[src/rtl/pfm_pkg.sv]
package pfm_pkg;
  localparam int unsigned DATA_W_D = 12;
  localparam int unsigned NFIR_D   = 16;
  localparam int unsigned DEC_D    = 8;
  localparam int unsigned LUT_AW_D = 8;
  localparam int unsigned OUT_W_D  = 12;

  function automatic int unsigned sum_width(input int unsigned dw, input int unsigned ntap);
    return dw + $clog2(ntap);
  endfunction
endpackage

[src/rtl/pfm_moving_sum.sv]
module pfm_moving_sum #(
  parameter int unsigned DATA_W = 12,
  parameter int unsigned NTAP   = 16,
  localparam int unsigned SUM_W = pfm_pkg::sum_width(DATA_W, NTAP)
) (
  input  logic              clk_i,
  input  logic              rst_ni,
  input  logic              in_valid_i,
  input  logic [DATA_W-1:0] in_data_i,
  output logic              sum_valid_o,
  output logic [SUM_W-1:0]  sum_o
);
  localparam int unsigned CNT_W = $clog2(NTAP + 1);
  localparam logic [SUM_W-1:0] SUM_MAX = SUM_W'(NTAP * ((2 ** DATA_W) - 1));

  logic [DATA_W-1:0] tap_q [NTAP];
  logic [SUM_W-1:0]  acc_q;
  logic [CNT_W-1:0]  fill_q;
  logic              sum_v_q;

  for (genvar i = 0; i < NTAP; i++) begin : g_tap
    always_ff @(posedge clk_i or negedge rst_ni) begin
      if (!rst_ni) tap_q[i] <= '0;
      else if (in_valid_i) begin
        if (i == 0) tap_q[i] <= in_data_i;
        else        tap_q[i] <= tap_q[(i == 0) ? 0 : i-1];
      end
    end
  end

  // running sum: add newest, drop the sample leaving the window
  always_ff @(posedge clk_i or negedge rst_ni) begin
    if (!rst_ni) begin
      acc_q   <= '0;
      fill_q  <= '0;
      sum_v_q <= 1'b0;
    end else begin
      sum_v_q <= in_valid_i && (fill_q >= CNT_W'(NTAP - 1));
      if (in_valid_i) begin
        acc_q <= acc_q + SUM_W'(in_data_i) - SUM_W'(tap_q[NTAP-1]);
        if (fill_q != CNT_W'(NTAP)) fill_q <= fill_q + 1'b1;
      end
    end
  end

  assign sum_valid_o = sum_v_q;
  assign sum_o       = acc_q;

  AST_SUM_BOUND: assert property (@(posedge clk_i) disable iff (!rst_ni)
    acc_q <= SUM_MAX);
  AST_SUM_FROM_SAMPLE: assert property (@(posedge clk_i) disable iff (!rst_ni)
    sum_v_q |-> $past(in_valid_i));
  AST_IDLE_HOLD: assert property (@(posedge clk_i) disable iff (!rst_ni)
    !in_valid_i |=> $stable(acc_q));
endmodule

[src/rtl/pfm_decimator.sv]
module pfm_decimator #(
  parameter int unsigned SUM_W = 16,
  parameter int unsigned DEC   = 8
) (
  input  logic             clk_i,
  input  logic             rst_ni,
  input  logic             sum_valid_i,
  input  logic [SUM_W-1:0] sum_i,
  output logic             dec_valid_o,
  output logic [SUM_W-1:0] dec_sum_o
);
  localparam int unsigned PH_W = (DEC > 1) ? $clog2(DEC) : 1;

  logic [PH_W-1:0]  phase_q;
  logic             dec_v_q;
  logic [SUM_W-1:0] dec_q;

  always_ff @(posedge clk_i or negedge rst_ni) begin
    if (!rst_ni) begin
      phase_q <= '0;
      dec_v_q <= 1'b0;
      dec_q   <= '0;
    end else begin
      dec_v_q <= 1'b0;
      if (sum_valid_i) begin
        if (phase_q == PH_W'(DEC - 1)) begin
          phase_q <= '0;
          dec_v_q <= 1'b1;
          dec_q   <= sum_i;
        end else begin
          phase_q <= phase_q + 1'b1;
        end
      end
    end
  end

  assign dec_valid_o = dec_v_q;
  assign dec_sum_o   = dec_q;

  AST_DEC_FROM_SUM: assert property (@(posedge clk_i) disable iff (!rst_ni)
    dec_v_q |-> $past(sum_valid_i));
  AST_DEC_SPACED: assert property (@(posedge clk_i) disable iff (!rst_ni)
    (DEC > 1 && dec_v_q) |=> !dec_v_q);
endmodule

[src/rtl/pfm_inv_lut.sv]
module pfm_inv_lut #(
  parameter int unsigned SUM_W  = 16,
  parameter int unsigned LUT_AW = 8,
  parameter int unsigned OUT_W  = 12
) (
  input  logic              clk_i,
  input  logic              rst_ni,
  input  logic              cal_mode_i,
  input  logic              tbl_we_i,
  input  logic [LUT_AW-1:0] tbl_addr_i,
  input  logic [OUT_W-1:0]  tbl_data_i,
  input  logic              dec_valid_i,
  input  logic [SUM_W-1:0]  dec_sum_i,
  output logic              out_valid_o,
  output logic [OUT_W-1:0]  out_data_o
);
  localparam int unsigned DEPTH = 2 ** LUT_AW;

  logic [OUT_W-1:0]  mem_q [DEPTH];
  logic [LUT_AW-1:0] rd_idx;
  logic              out_v_q;
  logic [OUT_W-1:0]  out_d_q;

  assign rd_idx = LUT_AW'(dec_sum_i >> (SUM_W - LUT_AW));

  always_ff @(posedge clk_i) begin
    if (cal_mode_i && tbl_we_i) mem_q[tbl_addr_i] <= tbl_data_i;
  end

  always_ff @(posedge clk_i or negedge rst_ni) begin
    if (!rst_ni) begin
      out_v_q <= 1'b0;
      out_d_q <= '0;
    end else begin
      out_v_q <= dec_valid_i && !cal_mode_i;
      if (dec_valid_i) out_d_q <= mem_q[rd_idx];
    end
  end

  assign out_valid_o = out_v_q;
  assign out_data_o  = out_d_q;

  AST_CAL_QUIET: assert property (@(posedge clk_i) disable iff (!rst_ni)
    cal_mode_i |=> !out_v_q);
  AST_ONE_CYCLE_LOOKUP: assert property (@(posedge clk_i) disable iff (!rst_ni)
    out_v_q |-> $past(dec_valid_i));
endmodule

[src/rtl/pfm_linearizer.sv]
module pfm_linearizer #(
  parameter int unsigned DATA_W = pfm_pkg::DATA_W_D,
  parameter int unsigned NFIR   = pfm_pkg::NFIR_D,
  parameter int unsigned DEC    = pfm_pkg::DEC_D,
  parameter int unsigned LUT_AW = pfm_pkg::LUT_AW_D,
  parameter int unsigned OUT_W  = pfm_pkg::OUT_W_D
) (
  input  logic              clk_i,
  input  logic              rst_ni,
  input  logic              in_valid_i,
  input  logic [DATA_W-1:0] in_data_i,
  input  logic              cal_mode_i,
  input  logic              tbl_we_i,
  input  logic [LUT_AW-1:0] tbl_addr_i,
  input  logic [OUT_W-1:0]  tbl_data_i,
  output logic              out_valid_o,
  output logic [OUT_W-1:0]  out_data_o
);
  localparam int unsigned SUM_W = pfm_pkg::sum_width(DATA_W, NFIR);

  logic             sum_v;
  logic [SUM_W-1:0] sum;
  logic             dec_v;
  logic [SUM_W-1:0] dec_sum;

  pfm_moving_sum #(.DATA_W(DATA_W), .NTAP(NFIR)) u_sum (
    .clk_i, .rst_ni, .in_valid_i, .in_data_i,
    .sum_valid_o(sum_v), .sum_o(sum)
  );

  pfm_decimator #(.SUM_W(SUM_W), .DEC(DEC)) u_dec (
    .clk_i, .rst_ni, .sum_valid_i(sum_v), .sum_i(sum),
    .dec_valid_o(dec_v), .dec_sum_o(dec_sum)
  );

  pfm_inv_lut #(.SUM_W(SUM_W), .LUT_AW(LUT_AW), .OUT_W(OUT_W)) u_lut (
    .clk_i, .rst_ni, .cal_mode_i, .tbl_we_i, .tbl_addr_i, .tbl_data_i,
    .dec_valid_i(dec_v), .dec_sum_i(dec_sum),
    .out_valid_o, .out_data_o
  );

  AST_RESET_QUIET: assert property (@(posedge clk_i) disable iff (!rst_ni)
    $rose(rst_ni) |-> !out_valid_o);
endmodule

[config.mk]
export PLATFORM = sky130hd
export DESIGN_NAME = pfm_linearizer
export DESIGN_NICKNAME = d
export VERILOG_FILES = /design/src/rtl/pfm_pkg.sv /design/src/rtl/pfm_moving_sum.sv /design/src/rtl/pfm_decimator.sv /design/src/rtl/pfm_inv_lut.sv /design/src/rtl/pfm_linearizer.sv
export SDC_FILE = /design/constraint.sdc
export NUM_CORES = 2
export LEC_CHECK = 0
export BUFFER_PORTS_ARGS = -buffer_cell sky130_fd_sc_hd__buf_2
export CAP_MARGIN = 10
export CORE_ASPECT_RATIO = 0.6
export CORE_MARGIN = 4
export CORE_UTILIZATION = 32
export DETAILED_ROUTE_END_ITERATION = 6
export SLEW_MARGIN = 20
export SYNTH_ARGS = -nofsm -noshare
export SYNTH_HDL_FRONTEND = slang
export SYNTH_SLANG_ARGS = --single-unit
[constraint.sdc]
create_clock -name clk_i -period 2.8 [get_ports clk_i]
set_clock_uncertainty 0.05 [all_clocks]
set_input_delay 0.14 -clock clk_i [delete_from_list [all_inputs] [get_ports clk_i]]
set_output_delay 0.14 -clock clk_i [all_outputs]
set_load 0.05 [all_outputs]
### After elaboration in Yosys (flattened, before gate mapping)

Memories as Yosys holds them, arrays and structs flattened. A register that Yosys moved wholly into a read port is not among the register bits.
Cells that the tools add are included.

| word-level totals | value |
|---|---|
| RAM bits | 3072 |
| output and inout port bits | 13 |
| word-level logic and storage cells | 43 |
| memories | 1 |
| flip-flop bits (word level) | 235 |
| bits of input ports | 37 |

| cells by class | value |
|---|---|
| add/sub/neg operators | 4 |
| equal/unequal tests | 2 |
| muxes and demuxes | 5 |
| reduce and logical (&&, ||, !) cells | 7 |
| $lt $le $gt $ge | 1 |

Memory list:

| name | words | bits a word | rd ports | clocked after Yosys merged registers in | wr ports | RTL line | source |
|---|---|---|---|---|---|---|---|
| u_lut.mem_q | 256 | 12 | 1 | 1 | 1 | pfm_inv_lut.sv:19 | `logic [OUT_W-1:0] mem_q [DEPTH];` |

Operators with widths:

| cell | count |
|---|---|
| 16-bit by 12-bit adder with 16-bit output | 1 |
| 16-bit by 12-bit subtractor with 16-bit output | 1 |
| 5-bit by 1-bit adder with 5-bit output (second input constant) | 1 |
| 5-bit by 4-bit greater-or-equal comparator with 1-bit output (second input constant) | 1 |
| 5-bit inequality test (second input constant) | 1 |
| 1-bit two-way mux | 4 |
| 2-bit AND reduction | 2 |
| 3-bit by 1-bit adder with 3-bit output (second input constant) | 1 |
| 3-bit == test (second input constant) | 1 |
| 1-bit logical AND | 3 |
| 3-bit two-way mux | 1 |
| 1-bit zero test | 2 |

### Longest topological paths before layout

| logic depth | value |
|---|---|
| word-level depth | 3 |
| depth in mapped cells | 12 |
| mapped depth without buffers | 12 |

### Modules after synthesis

From an unflattened synthesis, not the netlist that was laid out.

| second synthesis, totals | value |
|---|---|
| cell total of the unflattened synthesis | 6559 |
| area total of the unflattened synthesis | 130174.8 um^2 |

Modules (own cells, without submodules):

| module | area an instance (um^2) | instances | seq. area each (um^2) | cells an instance |
|---|---|---|---|---|
| pfm_inv_lut | 120236.6 | 1 | 92573.8 | 5871 |
| pfm_moving_sum | 9130.0 | 1 | 5355.1 | 641 |
| pfm_decimator | 808.3 | 1 | 500.5 | 47 |

### Worst setup path before layout

No wires, ideal clock.

| timing path | value |
|---|---|
| path kind | register to register |
| from | register u_sum.tap_q[0] in the netlist's numbering |
| to | register u_sum.acc_q[10], in the netlist u_sum.sum_o[10] |
| stages on the path, launching flop included | 12 |
| clock period less this slack | 2.725 ns |
| data arrival time | 2.538 ns |
| setup time | 0.137 ns |
| data required time | 2.613 ns |
| setup slack | 0.075 ns |
| path buffers | 0 |
| path through | dfrtp_1 > ha_1 > inv_1 > ha_1 > fa_1 > a21o_1 > a211oi_1 > o21ai_0 > a31o_2 > a21oi_1 > xor2_1 > mux2i_1 |

| on the way | value |
|---|---|
| word-level cells in the longest chain between the ends | 1 |

Ends and longest elaborated chain:

| element | RTL line | source |
|---|---|---|
| from (decl) | pfm_moving_sum.sv:16 | `logic [DATA_W-1:0] tap_q [NTAP];` |
| from (signal, indexed assignment) | pfm_moving_sum.sv:25 | `if (i == 0) tap_q[i] <= in_data_i;` |
| from (signal, indexed assignment) | pfm_moving_sum.sv:26 | `else tap_q[i] <= tap_q[(i == 0) ? 0 : i-1];` |
| 16-bit by 12-bit subtractor with 16-bit output | pfm_moving_sum.sv:40 | `acc_q <= acc_q + SUM_W'(in_data_i) - SUM_W'(tap_q[NTAP-1]);` |
| to (signal assigned) | pfm_moving_sum.sv:40 |  |
| to (decl) | pfm_moving_sum.sv:17 | `logic [SUM_W-1:0] acc_q;` |

No other way between the ends.
A chain may end at the register's enable or synchronous reset.

==> summary.txt <==
Worst setup path
  – Worst reg2reg path startpoint: u_dec.dec_sum_o[8]$_DFFE_PN0P_
  – CP max FO: 7
  – Reg2Reg Depth: 11
  – Worst endpoint data arrival time: 4.11 ns
  – Critical path class: flop to flop
  – R2R setup slack: -0.62 ns
  – Worst setup SP type: flop
  – Critical path's slowest cell: mux4_2
  – CP max stage delay: 0.63 ns
  – Worst-path cell chain: buf_12 > buf_16 > buf_12 > mux4_2 > mux4_2 > a22oi_2 > buf_6 > a21oi_2 > mux2i_1 > buf_4 > nand3_2
  – R2R Path End: u_lut.out_data_o[4]$_DFFE_PN0P_
  – Type of destination of the critical path: flop
  – Worst EP required: 3.49 ns

Power
  – Sequential cell fraction of total power: 40.6%
  – Power per cell area: 919 nW/um2
  – Peak supply drop: 0.670 mV
  – Net Sw Frac: 29.6%
  – Leakage power figure: 48.0 nW
  – Internal power: 0.0980 W
  – Clock share of power: 29.1%
  – Psw: 0.0413 W
  – Tot Pwr: 0.139 W
  – Comb pwr share: 30.4%

Floorplanning
  – Placeable Area: 397,000 um2
  – FP Rows: 179
  – Ports: 50
  – Die Height: 497 um
  – Initial Utilization: 32.2%
  – Die area: 409,000 um2
  – Die Span X: 823 um

CTS
  – CTS sink cnt: 3,311
  – Clock transition at path regs: 0.06 ns
  – H-tree depth reported by CTS: 5
  – CTS tree: done
  – Clock buffer depth: 4
  – CTS Buf Count: 301
  – Worst skew pair latency: 0.90 ns
  – Root Driver: clkbuf_16

Routing
  – Via density: 5.29
  – Via count: 63.4k
  – DR WL/cell: 28.3 um
  – Post-DRT Antenna Nets: 0
  – DRT iter0 DRCs: 9,044
  – Final WL: 340,000 um
  – First-pass iteration count of the detailed router: 5
  – DRC Markers: 0

Timing
  – Final Hold Viols: 0
  – TNS Setup: -6.70 ns
  – Final Critical Period: 3.42 ns
  – Crit share post-route: 122%
  – Fin. max-slew vios: 0
  – Max Fclk: 0.292 GHz
  – Final count of negative-setup-slack endpoints: 12
  – Unrepaired setup endpoints after global routing: true
  – Worst Setup Slack, final: -0.621 ns
  – Worst slew margin: 32.4%
  – Worst-margin pin slew: 1.01 ns

Worst hold path
  – WHS Path Cells: 4
  – Worst hold path endpoint: u_sum.tap_q[181]$_DFFE_PN0P_
  – Hold Path Class: input port to flop
  – Hold wc startpoint: in_data_i[1]

Global routing
  – Pin count of the biggest net entering global routing: 114
  – Antenna violations before repair: 30
  – Grt total ovfl: 0
  – Vias in the first global route: 61.8k
  – First-pass GRT wire length: 482,000 um
  – GRT Overall Usage: 16.3%

Placed design
  – Placed Area: 140,000 um2
  – Final GP Congestion: 0.865
  – DP Worst Slack: -0.928 ns
  – I/O Buffers: 49
  – Placed wire-length estimate: 220,000 um

Yosys
  – Mapped Nets: 5,623
  – Post-Syn Area: 128,000 um2
  – YS warnings: 0
  – Compound-gate portion of the synthesized area: 0.990%
  – Mux cell area share after synthesis: 18.9%
  – Share of the synthesized area in the top cell type: 72.3%
  – Leading cell types by count after synthesis: edfxtp_1, mux4_2, nor2_1
  – Largest family of logic cells by synthesized area: multiplexers
  – Asr flop ratio synth: 7.22%
  – Xor/xnor cell area share of the yosys netlist: 0.103%
  – Count of flip-flops with a built-in enable after synthesis: 3,072
  – Sequential cell area fraction in the yosys report: 77.0%
  – Synth area leader: edfxtp_1
  – Simple-gate share of the synthesized area: 1.42%
  – Synth Area in Adders: 0.394%
  – Most numerous cell in the Yosys netlist: edfxtp_1
  – Top post-synthesis cells by area: edfxtp_1, mux4_2, dfrtp_1
  – Top_reg_cell synth: edfxtp_1
  – Distinct cells, synth: 43
  – Avg Cell Area, Syn: 23.0 um2
  – Synth Register Bits: 3,311
  – Synthesized netlist cell count: 5,553

Cells and area
  – Fillers: 35.0k
  – Share of layout cells above drive strength 1: 37.0%
  – Final instance area: 152,000 um2
  – Area growth, synth to finish: 18.9%
  – Fin nets: 6,479
  – Util after Layout: 38.2%

Status
  – Status: complete, but fails checks
  – Failing checks: negative setup slack

Run
  – # Max-Cap Violations: 0
worst max path at each step:
| stage | start | endpoint | slack, ns | depth (start not counted) |
|---|---|---|---|---|
| after floorplan | u_sum.tap_q[0]$_DFFE_PN0P_ | u_sum.sum_o[10]$_DFFE_PN0P_ | 0.08 | 11 |
| after global placement | u_dec.dec_sum_o[8]$_DFFE_PN0P_ | u_lut.out_data_o[7]$_DFFE_PN0P_ | -0.91 | 10 |
| after detailed placement | u_dec.dec_sum_o[8]$_DFFE_PN0P_ | u_lut.out_data_o[7]$_DFFE_PN0P_ | -0.93 | 10 |
| after CTS | u_dec.dec_sum_o[8]$_DFFE_PN0P_ | u_lut.out_data_o[4]$_DFFE_PN0P_ | -0.57 | 11 |
| after global routing | u_dec.dec_sum_o[8]$_DFFE_PN0P_ | u_lut.out_data_o[4]$_DFFE_PN0P_ | -0.66 | 11 |
| final | u_dec.dec_sum_o[8]$_DFFE_PN0P_ | u_lut.out_data_o[4]$_DFFE_PN0P_ | -0.62 | 11 |
per-layer routing:
| layer | wire (um) | GRT usage [%] |
|---|---|---|
| met1 | 153000 | 26.0 |
| met2 | 136000 | 21.1 |
| met3 | 44700 | 5.68 |
| met4 | 6400 | 3.03 |
| met5 | 11 | 0 |
power by group through the flow:
| stage | clock network (W) | registers (W) | logic [W] |
|---|---|---|---|
| final | 0.0405 | 0.0565 | 0.0423 |
| after global routing | 0.0436 | 0.0566 | 0.0447 |
| after CTS | 0.0414 | 0.0565 | 0.0414 |
| after global placement | 0 | 0.0576 | 0.0390 |
| after detailed placement | 0 | 0.0576 | 0.0393 |
| after floorplan | 0 | 0.0572 | 0.0226 |
cells by family after synthesis:
family | Yosys count
fa+ha+maj | 33
xor+xnor | 15
simple gates | 428
mux | 1194
flops | 3311
buf+inv | 370
compound gates | 202
cell usage in the layout, fill, tap and decap left out, types with 26 or more instances in the layout:
cell,Yosys,layout
edfxtp_1,3072,3072
mux4_2,948,948
buf_4,29,579
clkbuf_16,0,312
nor2_1,274,273
dfrtp_1,239,234
mux2_2,195,195
buf_12,0,139
clkinv_1,0,73
inv_1,58,56
clkbuf_1,193,53
a21oi_1,67,51
mux2i_1,51,50
a22oi_1,79,50
dlygate4sd3_1,0,49
clkinv_2,0,45
nand3_1,49,44
nand2_1,45,43
buf_2,58,35
a22oi_2,0,29
buf_6,5,26
area by class of cell:
| class | count | area, um2 | share of cell area, % |
|---|---|---|---|
| tap | 5339 | 6680 | 4.40 |
| sequential | 3311 | 98200 | 64.8 |
| timing repair buffer | 865 | 8870 | 5.85 |
| clock buffer | 368 | 8050 | 5.31 |
| multi-input combinational | 1872 | 28200 | 18.6 |
| clock inverter | 164 | 1390 | 0.916 |
| inverter | 58 | 218 | 0.144 |
| antenna | 13 | 32.5 | 0.0214 |
worst max-delay path, delay by kind of cell (launching register included):
kind	cells	cell delay [ns]
buffers and inverters	5	0.82
and+or+nand+nor	1	0.07
AOI/OAI and AO/OA	2	0.43
muxes	3	1.38
DFF	1	0.44
flip-flops by register name, indices dropped and copies added, names as in the netlist:
name,flops
u_sum.sum_valid_o,1
u_dec.phase_q,3
u_lut.mem_q,3072
u_sum.tap_q,192
u_lut.out_data_o,12
u_sum.fill_q,5
u_dec.dec_valid_o,1
u_sum.sum_o,16
u_dec.dec_sum_o,8
u_lut.out_valid_o,1
what timing repair did:
action / in CTS / in global routing
setup endpoints to repair: 19 / 19
gates resized for setup: 111 / 38
hold endpoints to repair: 2493 / 0
setup buffers: 36 / 13
cloned: 6 / 0
hold buffers: 50 / 0
pin swaps: 19 / 31
stage by stage:
stage          hold WS, ns  instances
2_1_floorplan       -0.206       5553
4_1_cts            0.00741      12000
5_1_grt             0.0574      12000
3_3_place_gp         0.107      11300
6_report            0.0867      12000
3_5_place_dp         0.104      11300
(Power assumes the default switching activity.)
